[config.mk]
export PLATFORM = sky130hd
export DESIGN_NAME = mandel_engine
export DESIGN_NICKNAME = d
export VERILOG_FILES = /design/src/rtl/mandel_pkg.sv /design/src/rtl/mandel_rst_sync.sv /design/src/rtl/mandel_approx_mul.sv /design/src/rtl/mandel_step.sv /design/src/rtl/mandel_engine.sv
export SDC_FILE = /design/constraint.sdc
export NUM_CORES = 1
export LEC_CHECK = 0
export BUFFER_PORTS_ARGS = -buffer_cell sky130_fd_sc_hd__buf_2
export CAP_MARGIN = 15
export CORE_ASPECT_RATIO = 0.6
export CORE_MARGIN = 4
export CORE_UTILIZATION = 50
export DETAILED_ROUTE_END_ITERATION = 6
export GPL_ROUTABILITY_DRIVEN = 0
export PLACE_DENSITY = 0.68
export SLEW_MARGIN = 10
export SYNTH_ARGS = -nofsm -noshare
export SYNTH_HDL_FRONTEND = slang
export SYNTH_SLANG_ARGS = --single-unit
[constraint.sdc]
create_clock -name clk -period 5 [get_ports clk]
set_input_delay 1 -clock clk [delete_from_list [all_inputs] [get_ports clk]]
set_output_delay 1 -clock clk [all_outputs]
set_load 0.02 [all_outputs]
[src/rtl/mandel_pkg.sv]
`timescale 1ns/1ps
package mandel_pkg;
  localparam int unsigned DATA_W     = 16;
  localparam int unsigned FRAC_W     = 13;
  localparam int unsigned ITERS      = 16;
  localparam int unsigned TRUNC_COLS = 9;

  localparam int unsigned COUNT_W = $clog2(ITERS + 1);
  localparam int unsigned STEP_W  = $clog2(ITERS);
  localparam int unsigned MAG_W   = DATA_W - 1;
  localparam int unsigned PROD_W  = 2 * MAG_W;
  localparam int unsigned PR_W    = PROD_W + 1 - FRAC_W;
  localparam int unsigned EXT_W   = PR_W + 3;

  typedef logic signed [DATA_W-1:0] fx_t;
  typedef logic [COUNT_W-1:0]       count_t;
  typedef logic [5:0]               rgb_t;

  function automatic rgb_t colour_of(count_t c);
    rgb_t r;
    if (c >= COUNT_W'(ITERS)) r = '0;
    else r = {c[3:2], c[1:0], 2'd3 - c[3:2]};
    return r;
  endfunction
endpackage

[src/rtl/mandel_rst_sync.sv]
`timescale 1ns/1ps
module mandel_rst_sync (
  input  logic clk,
  input  logic arst_n,
  output logic rst_n_o
);
  logic [1:0] sync_q;

  always_ff @(posedge clk or negedge arst_n) begin
    if (!arst_n) sync_q <= 2'b00;
    else         sync_q <= {sync_q[0], 1'b1};
  end

  assign rst_n_o = sync_q[1];
endmodule

[src/rtl/mandel_approx_mul.sv]
`timescale 1ns/1ps
module mandel_approx_mul
  import mandel_pkg::*;
(
  input  fx_t                      a,
  input  fx_t                      b,
  output logic signed [PR_W:0]     p
);
  localparam logic [PROD_W-1:0] KEEP_MASK = ~((PROD_W'(1) << TRUNC_COLS) - PROD_W'(1));
  localparam logic [PROD_W:0]   COMP      = (PROD_W + 1)'(1) << (TRUNC_COLS + 1);
  localparam logic [FRAC_W-1:0] HALF      = FRAC_W'(1) << (FRAC_W - 1);
  localparam fx_t               MOST_NEG  = {1'b1, {(DATA_W-1){1'b0}}};

  logic [MAG_W-1:0]  ma, mb;
  logic              neg;
  logic [PROD_W-1:0] pp [MAG_W];
  logic [PROD_W:0]   acc;
  logic [PR_W-1:0]   acc_hi;
  logic [FRAC_W-1:0] acc_lo;
  logic [PR_W-1:0]   umag;

  always_comb begin
    if (!a[DATA_W-1])        ma = a[MAG_W-1:0];
    else if (a == MOST_NEG)  ma = '1;
    else                     ma = MAG_W'(-a);
    if (!b[DATA_W-1])        mb = b[MAG_W-1:0];
    else if (b == MOST_NEG)  mb = '1;
    else                     mb = MAG_W'(-b);
  end

  assign neg = a[DATA_W-1] ^ b[DATA_W-1];

  for (genvar i = 0; i < MAG_W; i++) begin : g_pp
    assign pp[i] = ma[i] ? ((PROD_W'(mb) << i) & KEEP_MASK) : '0;
  end

  always_comb begin
    acc = COMP;
    for (int i = 0; i < MAG_W; i++) acc = acc + (PROD_W + 1)'(pp[i]);
  end

  assign {acc_hi, acc_lo} = acc;
  assign umag = acc_hi + PR_W'(acc_lo > HALF);
  assign p    = neg ? -signed'({1'b0, umag}) : signed'({1'b0, umag});
endmodule

[src/rtl/mandel_step.sv]
`timescale 1ns/1ps
module mandel_step
  import mandel_pkg::*;
(
  input  fx_t  zx,
  input  fx_t  zy,
  input  fx_t  cx,
  input  fx_t  cy,
  output logic escape,
  output fx_t  nx,
  output fx_t  ny
);
  localparam logic signed [EXT_W-1:0] LIMIT = EXT_W'(4) <<< FRAC_W;

  logic signed [PR_W:0]    xx, yy, xy;
  logic signed [EXT_W-1:0] mag, nx_w, ny_w;

  mandel_approx_mul u_xx (.a(zx), .b(zx), .p(xx));
  mandel_approx_mul u_yy (.a(zy), .b(zy), .p(yy));
  mandel_approx_mul u_xy (.a(zx), .b(zy), .p(xy));

  function automatic fx_t clip(logic signed [EXT_W-1:0] v);
    fx_t r;
    if ((v[EXT_W-1:DATA_W-1] == '0) || (v[EXT_W-1:DATA_W-1] == '1))
      r = v[DATA_W-1:0];
    else if (v[EXT_W-1])
      r = {1'b1, {(DATA_W-1){1'b0}}};
    else
      r = {1'b0, {(DATA_W-1){1'b1}}};
    return r;
  endfunction

  always_comb begin
    mag    = EXT_W'(xx) + EXT_W'(yy);
    escape = mag > LIMIT;
    nx_w   = EXT_W'(xx) - EXT_W'(yy) + EXT_W'(cx);
    ny_w   = (EXT_W'(xy) <<< 1) + EXT_W'(cy);
    nx     = clip(nx_w);
    ny     = clip(ny_w);
  end
endmodule

[src/rtl/mandel_engine.sv]
`timescale 1ns/1ps
module mandel_engine
  import mandel_pkg::*;
(
  input  logic                clk,
  input  logic                rst_n,
  input  logic                start_i,
  input  logic [DATA_W-1:0]   cx_i,
  input  logic [DATA_W-1:0]   cy_i,
  output logic                done_o,
  output logic [COUNT_W-1:0]  count_o,
  output logic [5:0]          colour_o
);
  localparam logic [STEP_W-1:0] LAST_STEP = STEP_W'(ITERS - 1);

  logic rst_sync_n;

  logic              busy_q, busy_d;
  logic [STEP_W-1:0] step_q, step_d;
  fx_t               zx_q, zx_d, zy_q, zy_d;
  fx_t               cx_q, cx_d, cy_q, cy_d;
  logic              esc_q, esc_d;
  count_t            pass_q, pass_d;
  logic              done_q, done_d;
  count_t            count_q, count_d;
  rgb_t              colour_q, colour_d;

  logic   escape_now, pass_now, last, accept;
  fx_t    nx, ny;
  count_t final_cnt;

  mandel_rst_sync u_rst (.clk(clk), .arst_n(rst_n), .rst_n_o(rst_sync_n));

  mandel_step u_step (
    .zx(zx_q), .zy(zy_q), .cx(cx_q), .cy(cy_q),
    .escape(escape_now), .nx(nx), .ny(ny)
  );

  assign last      = busy_q && (step_q == LAST_STEP);
  assign accept    = start_i && (!busy_q || last);
  assign pass_now  = busy_q && !esc_q && !escape_now;
  assign final_cnt = pass_q + COUNT_W'(pass_now);

  always_comb begin
    busy_d   = busy_q;
    step_d   = step_q;
    zx_d     = zx_q;
    zy_d     = zy_q;
    cx_d     = cx_q;
    cy_d     = cy_q;
    esc_d    = esc_q;
    pass_d   = pass_q;
    done_d   = 1'b0;
    count_d  = count_q;
    colour_d = colour_q;

    if (busy_q) begin
      step_d = step_q + STEP_W'(1);
      if (!esc_q) begin
        if (escape_now) begin
          esc_d = 1'b1;
        end else begin
          zx_d   = nx;
          zy_d   = ny;
          pass_d = pass_q + COUNT_W'(1);
        end
      end
      if (last) begin
        busy_d   = 1'b0;
        done_d   = 1'b1;
        count_d  = final_cnt;
        colour_d = colour_of(final_cnt);
      end
    end

    if (accept) begin
      busy_d = 1'b1;
      step_d = '0;
      zx_d   = '0;
      zy_d   = '0;
      cx_d   = fx_t'(cx_i);
      cy_d   = fx_t'(cy_i);
      esc_d  = 1'b0;
      pass_d = '0;
    end
  end

  always_ff @(posedge clk or negedge rst_sync_n) begin
    if (!rst_sync_n) begin
      busy_q   <= 1'b0;
      step_q   <= '0;
      zx_q     <= '0;
      zy_q     <= '0;
      cx_q     <= '0;
      cy_q     <= '0;
      esc_q    <= 1'b0;
      pass_q   <= '0;
      done_q   <= 1'b0;
      count_q  <= '0;
      colour_q <= '0;
    end else begin
      busy_q   <= busy_d;
      step_q   <= step_d;
      zx_q     <= zx_d;
      zy_q     <= zy_d;
      cx_q     <= cx_d;
      cy_q     <= cy_d;
      esc_q    <= esc_d;
      pass_q   <= pass_d;
      done_q   <= done_d;
      count_q  <= count_d;
      colour_q <= colour_d;
    end
  end

  assign done_o   = done_q;
  assign count_o  = count_q;
  assign colour_o = colour_q;
endmodule

Word level (Yosys, flattened, before mapping)
Cells that the tools add are included.
- bitwise gates (word level): 3
- reductions and logical operators: 15
- order comparisons: 5
- multiply operators: 0
- add/sub/neg operators: 61
- mux-type cells: 80
- equal/unequal tests: 7
- shift operators: 0
- div/mod/pow operators: 0
- operators by type and width (operator ; count):
    $add 31x30->31 ; 24
    $mux 16 ; 15
    $mux 19 ; 6
    $mux 15 ; 7
    $add 31x16->31 ; 3
    $add 31x17->31 ; 3
    $add 31x18->31 ; 3
    $add 31x19->31 ; 3
    $add 31x20->31 ; 3
    $add 31x21->31 ; 3
    $mux 29 ; 3
    $mux 28 ; 3
    $mux 27 ; 3
    $mux 26 ; 3
    $mux 25 ; 3
    $mux 24 ; 3
    $mux 23 ; 3
    $mux 22 ; 3
    $mux 21 ; 3
    $mux 20 ; 3
    $neg 18->19 ; 3
    $add 18x1->18 ; 3
    $mux 18 ; 3
    $mux 17 ; 3
    other kinds (28) ; 59
- memories: 0
- memory bits (writable): 0
- bits in latches: 0
- bits in registers: 89
- ROM bits: 0
- output and inout port bits: 12
- logic and storage cells: 183
- bits of input ports: 35

Depth between registers and ports, before layout
- depth in word-level cells: 32
- depth in mapped cells: 52
- depth with buffers taken out: 50

Modules after synthesis
A second synthesis with hierarchy kept.
- cells, all modules: 3713
- area, all modules: 30356.6 um^2
- modules (own cells, without submodules) (module ; area each (um^2) ; instances ; sequential area each (um^2) ; cells each):
    mandel_approx_mul (u_step.u_xx ...) ; 7587.3 ; 2 ; 0.0 ; 949
    mandel_approx_mul (u_step.u_yy) ; 7754.9 ; 1 ; 0.0 ; 959
    mandel_step ; 3900.0 ; 1 ; 0.0 ; 550
    mandel_engine ; 3473.3 ; 1 ; 2177.1 ; 303
    mandel_rst_sync ; 53.8 ; 1 ; 50.0 ; 3

Worst setup path before layout
Ideal clock, no wire load.
- path type: flip-flop to flip-flop
- start: register zx_q[0]
- end: register zy_q[14]
- path buffers: 3
- library setup time: 0.079 ns
- path slack: -7.245 ns
- arrival: 12.166 ns
- period minus slack after synthesis: 12.245 ns
- required time: 4.921 ns
- stages on the path, launching flop included: 49
- cell sequence: dfrtp_1 > inv_1 > ha_1 > nand2b_1 > or4_1 > nor2_1 > nand2_1 > or3_1 > or3b_2 > and2_1 > clkbuf_1 > inv_1 > clkbuf_1 > nand2_1 > fa_1 > inv_1 > fa_1 > fa_1 > [... 13 more ...] > nand2_1 > o22ai_1 > and2_1 > nor3b_1 > nor2_1 > xnor2_1 > ha_1 > a21oi_1 > nand3b_1 > a41oi_1 > o211ai_1 > and2_1 > or2_2 > or4b_2 > a21oi_1 > clkbuf_1 > o21ai_0 > mux2i_1
- cells in the longest elaborated chain, start to end: 31
- elaborated cells between the ends (all ways): 86
- classes of those cells: 37 x add/sub; 3 x order compare; 3 x eq/ne; 40 x mux; 3 x reduce/logical
- ends and longest elaborated chain (item ; RTL line ; source):
    start, declared ; mandel_engine.sv:20 ; fx_t zx_q, zx_d, zy_q, zy_d;
    start signal, assigned ; mandel_engine.sv:104 ; zx_q <= zx_d;
    $neg 15->15 or $eq 16x16->1 (tied branches) ; n/a ;
    $mux 15 ; mandel_approx_mul.sv:24, mandel_approx_mul.sv:27 ;
    $mux 15 (*) ; mandel_approx_mul.sv:23, mandel_approx_mul.sv:26 ;
    parallel branches: the longest is 28 deep, another holds $add 31x16->31 ; n/a ;
    end signal, assigned ; mandel_engine.sv:105 ; zy_q <= zy_d;
    end, declared ; mandel_engine.sv:20 ;
Every way passes the cells marked *. The select of a mux whose other input is x is not followed.
A chain may end at the register's enable or synchronous reset.

Worst setup path after layout
- start: register zx_q[1]
- end: register zx_q[13]
- cells in the longest elaborated chain, start to end: 32
- elaborated cells between the ends (all ways): 53
- classes of those cells: 21 x add/sub; 2 x order compare; 3 x eq/ne; 24 x mux; 3 x reduce/logical
- ends and longest elaborated chain (item ; RTL line ; source):
    $neg 15->15 or $eq 16x16->1 (tied branches) ; n/a ;
    $mux 15 ; mandel_approx_mul.sv:24, mandel_approx_mul.sv:27 ;
    $mux 15 (*) ; mandel_approx_mul.sv:23, mandel_approx_mul.sv:26 ;
    $mux 15 ; mandel_approx_mul.sv:34 ; assign pp[i] = ma[i] ? ((PROD_W'(mb) << i) & KEEP_MASK) : '0;
    $add 11x15->16 ; mandel_approx_mul.sv:39 ; for (int i = 0; i < MAG_W; i++) acc = acc + (PROD_W + 1)'(pp[i]);
    $add 31x16->31 ; mandel_approx_mul.sv:39 ;
    $add 31x17->31 ; mandel_approx_mul.sv:39 ;
    $add 31x18->31 ; mandel_approx_mul.sv:39 ;
    [... 16 more ...] ; n/a ;
    $add 20x16->21 ; mandel_step.sv:36 ; nx_w = EXT_W'(xx) - EXT_W'(yy) + EXT_W'(cx);
    $eq 6x6->1 or $logic_not 6->1 (tied branches) ; mandel_step.sv:24 ; if ((v[EXT_W-1:DATA_W-1] == '0) || (v[EXT_W-1:DATA_W-1] == '1))
    $logic_or 1x1->1 ; mandel_step.sv:24 ;
    $mux 16 ; mandel_step.sv:24 ;
    $mux 16 ; mandel_engine.sv:60 ; if (escape_now) begin
    $mux 16 ; mandel_engine.sv:59 ; if (!esc_q) begin
    $mux 16 ; mandel_engine.sv:57 ; if (busy_q) begin
    $mux 16 ; mandel_engine.sv:76 ; if (accept) begin
Every way passes the cells marked *; elsewhere a longest branch is shown, timed or not. The select of a mux whose other input is x is not followed.

==> results.json <==
{
  "port_buffers": 46,
  "violations": "setup timing",
  "wl_per_cell_um": 18.8,
  "path_class": "flop to flop",
  "area_growth_pct": 36.6,
  "maxSlewViolCount": 0,
  "tns_ps": -305750,
  "critPathSlowestCell": "or4_4",
  "synthArstFlopShare": 1.00,
  "n_antenna_cell": 0,
  "yosysSeqAreaShare": 0.0904,
  "globalRouteMet1Util": 0.407,
  "synth_warnings": 0,
  "max-cap-violations": 0,
  "ant_nets": 0,
  "synth.avg_cell_area_um2": 8.51,
  "max_stage_delay_ps": 570,
  "synth_nets": 3590,
  "stdcell_area_um2": 33700,
  "rows": 62,
  "period_minus_slack_ps": 11520,
  "fp.coreArea_um2": 48300,
  "fmax_mhz": 86.8,
  "postPlaceCellArea_um2": 31000,
  "cts_root_buf": "clkbuf_16",
  "hold_path.class": "flop to asynchronous set/reset pin",
  "tritoncts": "yes",
  "skew_ps": 13.3,
  "period_share": 2.30,
  "die_w_um": 295,
  "clock_path_buffers": 2,
  "ys_ff_latch": 89,
  "dr.pass1.iters": 5,
  "place_hpwl_mm": 64.1,
  "fin_ws_ps": -6520,
  "startpoint_type": "flop",
  "cts.htree.levels": 3,
  "netlist.area_leader.share": 0.319,
  "vias": 23400,
  "synth_largest_area_cell": "fa_1",
  "dr.first_iter.drc_count": 1832,
  "synthFlopType": "dfrtp_1",
  "layout_commonest_cell": "buf_4",
  "grt_pass1_vias": 24000,
  "antenna_found_initial": 0,
  "drive_gt1_frac": 0.333,
  "layout_common_cells": "712 x buf_4, 416 x inv_1, 396 x nand2_1",
  "grt_busiest_layer": "met2",
  "initial_core_util": 0.511,
  "cp.arrival_ps": 11810,
  "num-fill-cells": 3544,
  "synth_cells": 2893,
  "ios": 47,
  "yosysUniqueCellTypes": 97,
  "netlist_top_cells_area": "fa_1 32%, ha_1 14%, dfrtp_1 9.0%",
  "cts_made_buffers": 9,
  "grtUsageMet2": 0.460,
  "cts.sinks": 89,
  "clock_latency_ps": 380,
  "tightest_slew_ps": 1030,
  "synth.cell_area_um2": 24600,
  "slew_headroom": 0.317,
  "multi_input_area_um2": 22600,
  "crit_required_ps": 5280,
  "grt_max_degree": 56,
  "fin_nets": 4289,
  "grt_pass1_wl_mm": 124,
  "grt.met3_usage": 0.0643,
  "critPathCaptureType": "flop",
  "regArea_um2": 2230,
  "final-hold-violation-count": 0,
  "clk_pin_slew_worst_paths_ps": 70,
  "dieArea_um2": 53000,
  "grt_setup_unrepaired": "true",
  "overflow": 0,
  "synth-edff-count": 0,
  "cp_max_fo": 6,
  "wl_mm": 79.5,
  "vias_per_cell": 5.53,
  "status": "complete, but fails checks",
  "drc": 0,
  "setup_viol": 49,
  "dpl_worst_slack_ps": -6540,
  "dieHeight_um": 180,
  "grtUsageTotal": 0.290
}
==> path summary, 6_finish.rpt <==
kind / start / endpoint / slack [ps] / cells after the start
hold / removal: u_rst.sync_q[1] / zy_q[0] / 270 / 0
setup / recovery: zx_q[1] / zx_q[13] / -6520 / 49
hold reg to reg: u_rst.sync_q[1] / zy_q[0] / 270 / 0
setup reg to reg: zx_q[1] / zx_q[13] / -6520 / 49
min in group clk: u_rst.sync_q[0] / u_rst.sync_q[1] / 370 / 0
max in group asynchronous: u_rst.sync_q[1] / zx_q[8] / 3590 / 1
==> stage by stage <==
| stage | hold slack [ps] | std cells | util |
|---|---|---|---|
| after global placement | 277 | 4130 | 0.642 |
| after floorplan | 331 | 2893 | - |
| final | 268 | 4237 | 0.698 |
| after CTS | 280 | 4187 | 0.665 |
| after detailed placement | 284 | 4130 | 0.642 |
| after global routing | 308 | 4237 | 0.698 |
==> cell type report <==
type | count | area share
clock buffers | 9 | 0.00669
multi-input cells | 2260 | 0.672
repair buffers | 788 | 0.179
inverters | 444 | 0.0503
clock inverters | 7 | 0.00212
flip-flops and latches | 89 | 0.0663
well taps | 640 | 0.0238
==> per-layer routing <==
metal | part of all wire | wire [µm]
met1 | 0.42 | 33600
met2 | 0.46 | 36800
met3 | 0.088 | 6990
met4 | 0.027 | 2150
met5 | 0 | 0
==> critical path: cells and delay by family (launching register included) <==
family	cells	cell delay [ps]
muxes	1	200
DFF	1	390
adders and majority gates	10	4000
AOI/OAI and AO/OA	10	2180
buffers and inverters	12	1380
xor gates and xnor gates	3	810
and+or+nand+nor	13	2430
==> synthesized netlist by cell type, types with 17 or more instances <==
master    number
xnor2_1      120
a21oi_1       98
nand2_1      418
nor2_1       279
nand3_1       48
nand4_1       18
nor3_1        45
a31oi_1       17
xor2_1        74
and2_1        27
clkbuf_1      88
o21ai_0       95
inv_1        439
mux2i_1       40
a21o_1        31
o21a_1        26
ha_1         269
fa_1         393
dfrtp_1       89
==> kinds of logic (layout without fill, tap and decap cells) <==
group	Yosys count	after routing	synth area share
other cells	1	1	0.000152
xor+xnor	196	196	0.0706
flops	89	89	0.0904
mux	40	40	0.0163
simple gates	942	943	0.168
fa+ha+maj	663	663	0.456
compound gates	414	417	0.113
buf+inv	548	1248	0.0851
==> sequential cells by signal (all words and copies together), names as in the netlist <==
register and cells:
colour_o 6, u_rst.sync_q 2, esc_q 1, zy_q 16, cy_q 16, busy_q 1, count_o 5, done_o 1
zx_q 16, pass_q 5, cx_q 16, step_q 4
==> repair_timing <==
action,in CTS,in global routing
gates cloned,5,0
buffers inserted,39,52
hold buffers,0,0
gates resized for setup,115,252
setup endpoints to repair,49,49
pin swaps,88,183
Power is left out: the tool's default activity adds up to more than one toggle a clock period on the data nets, which glitch-free logic cannot reach.
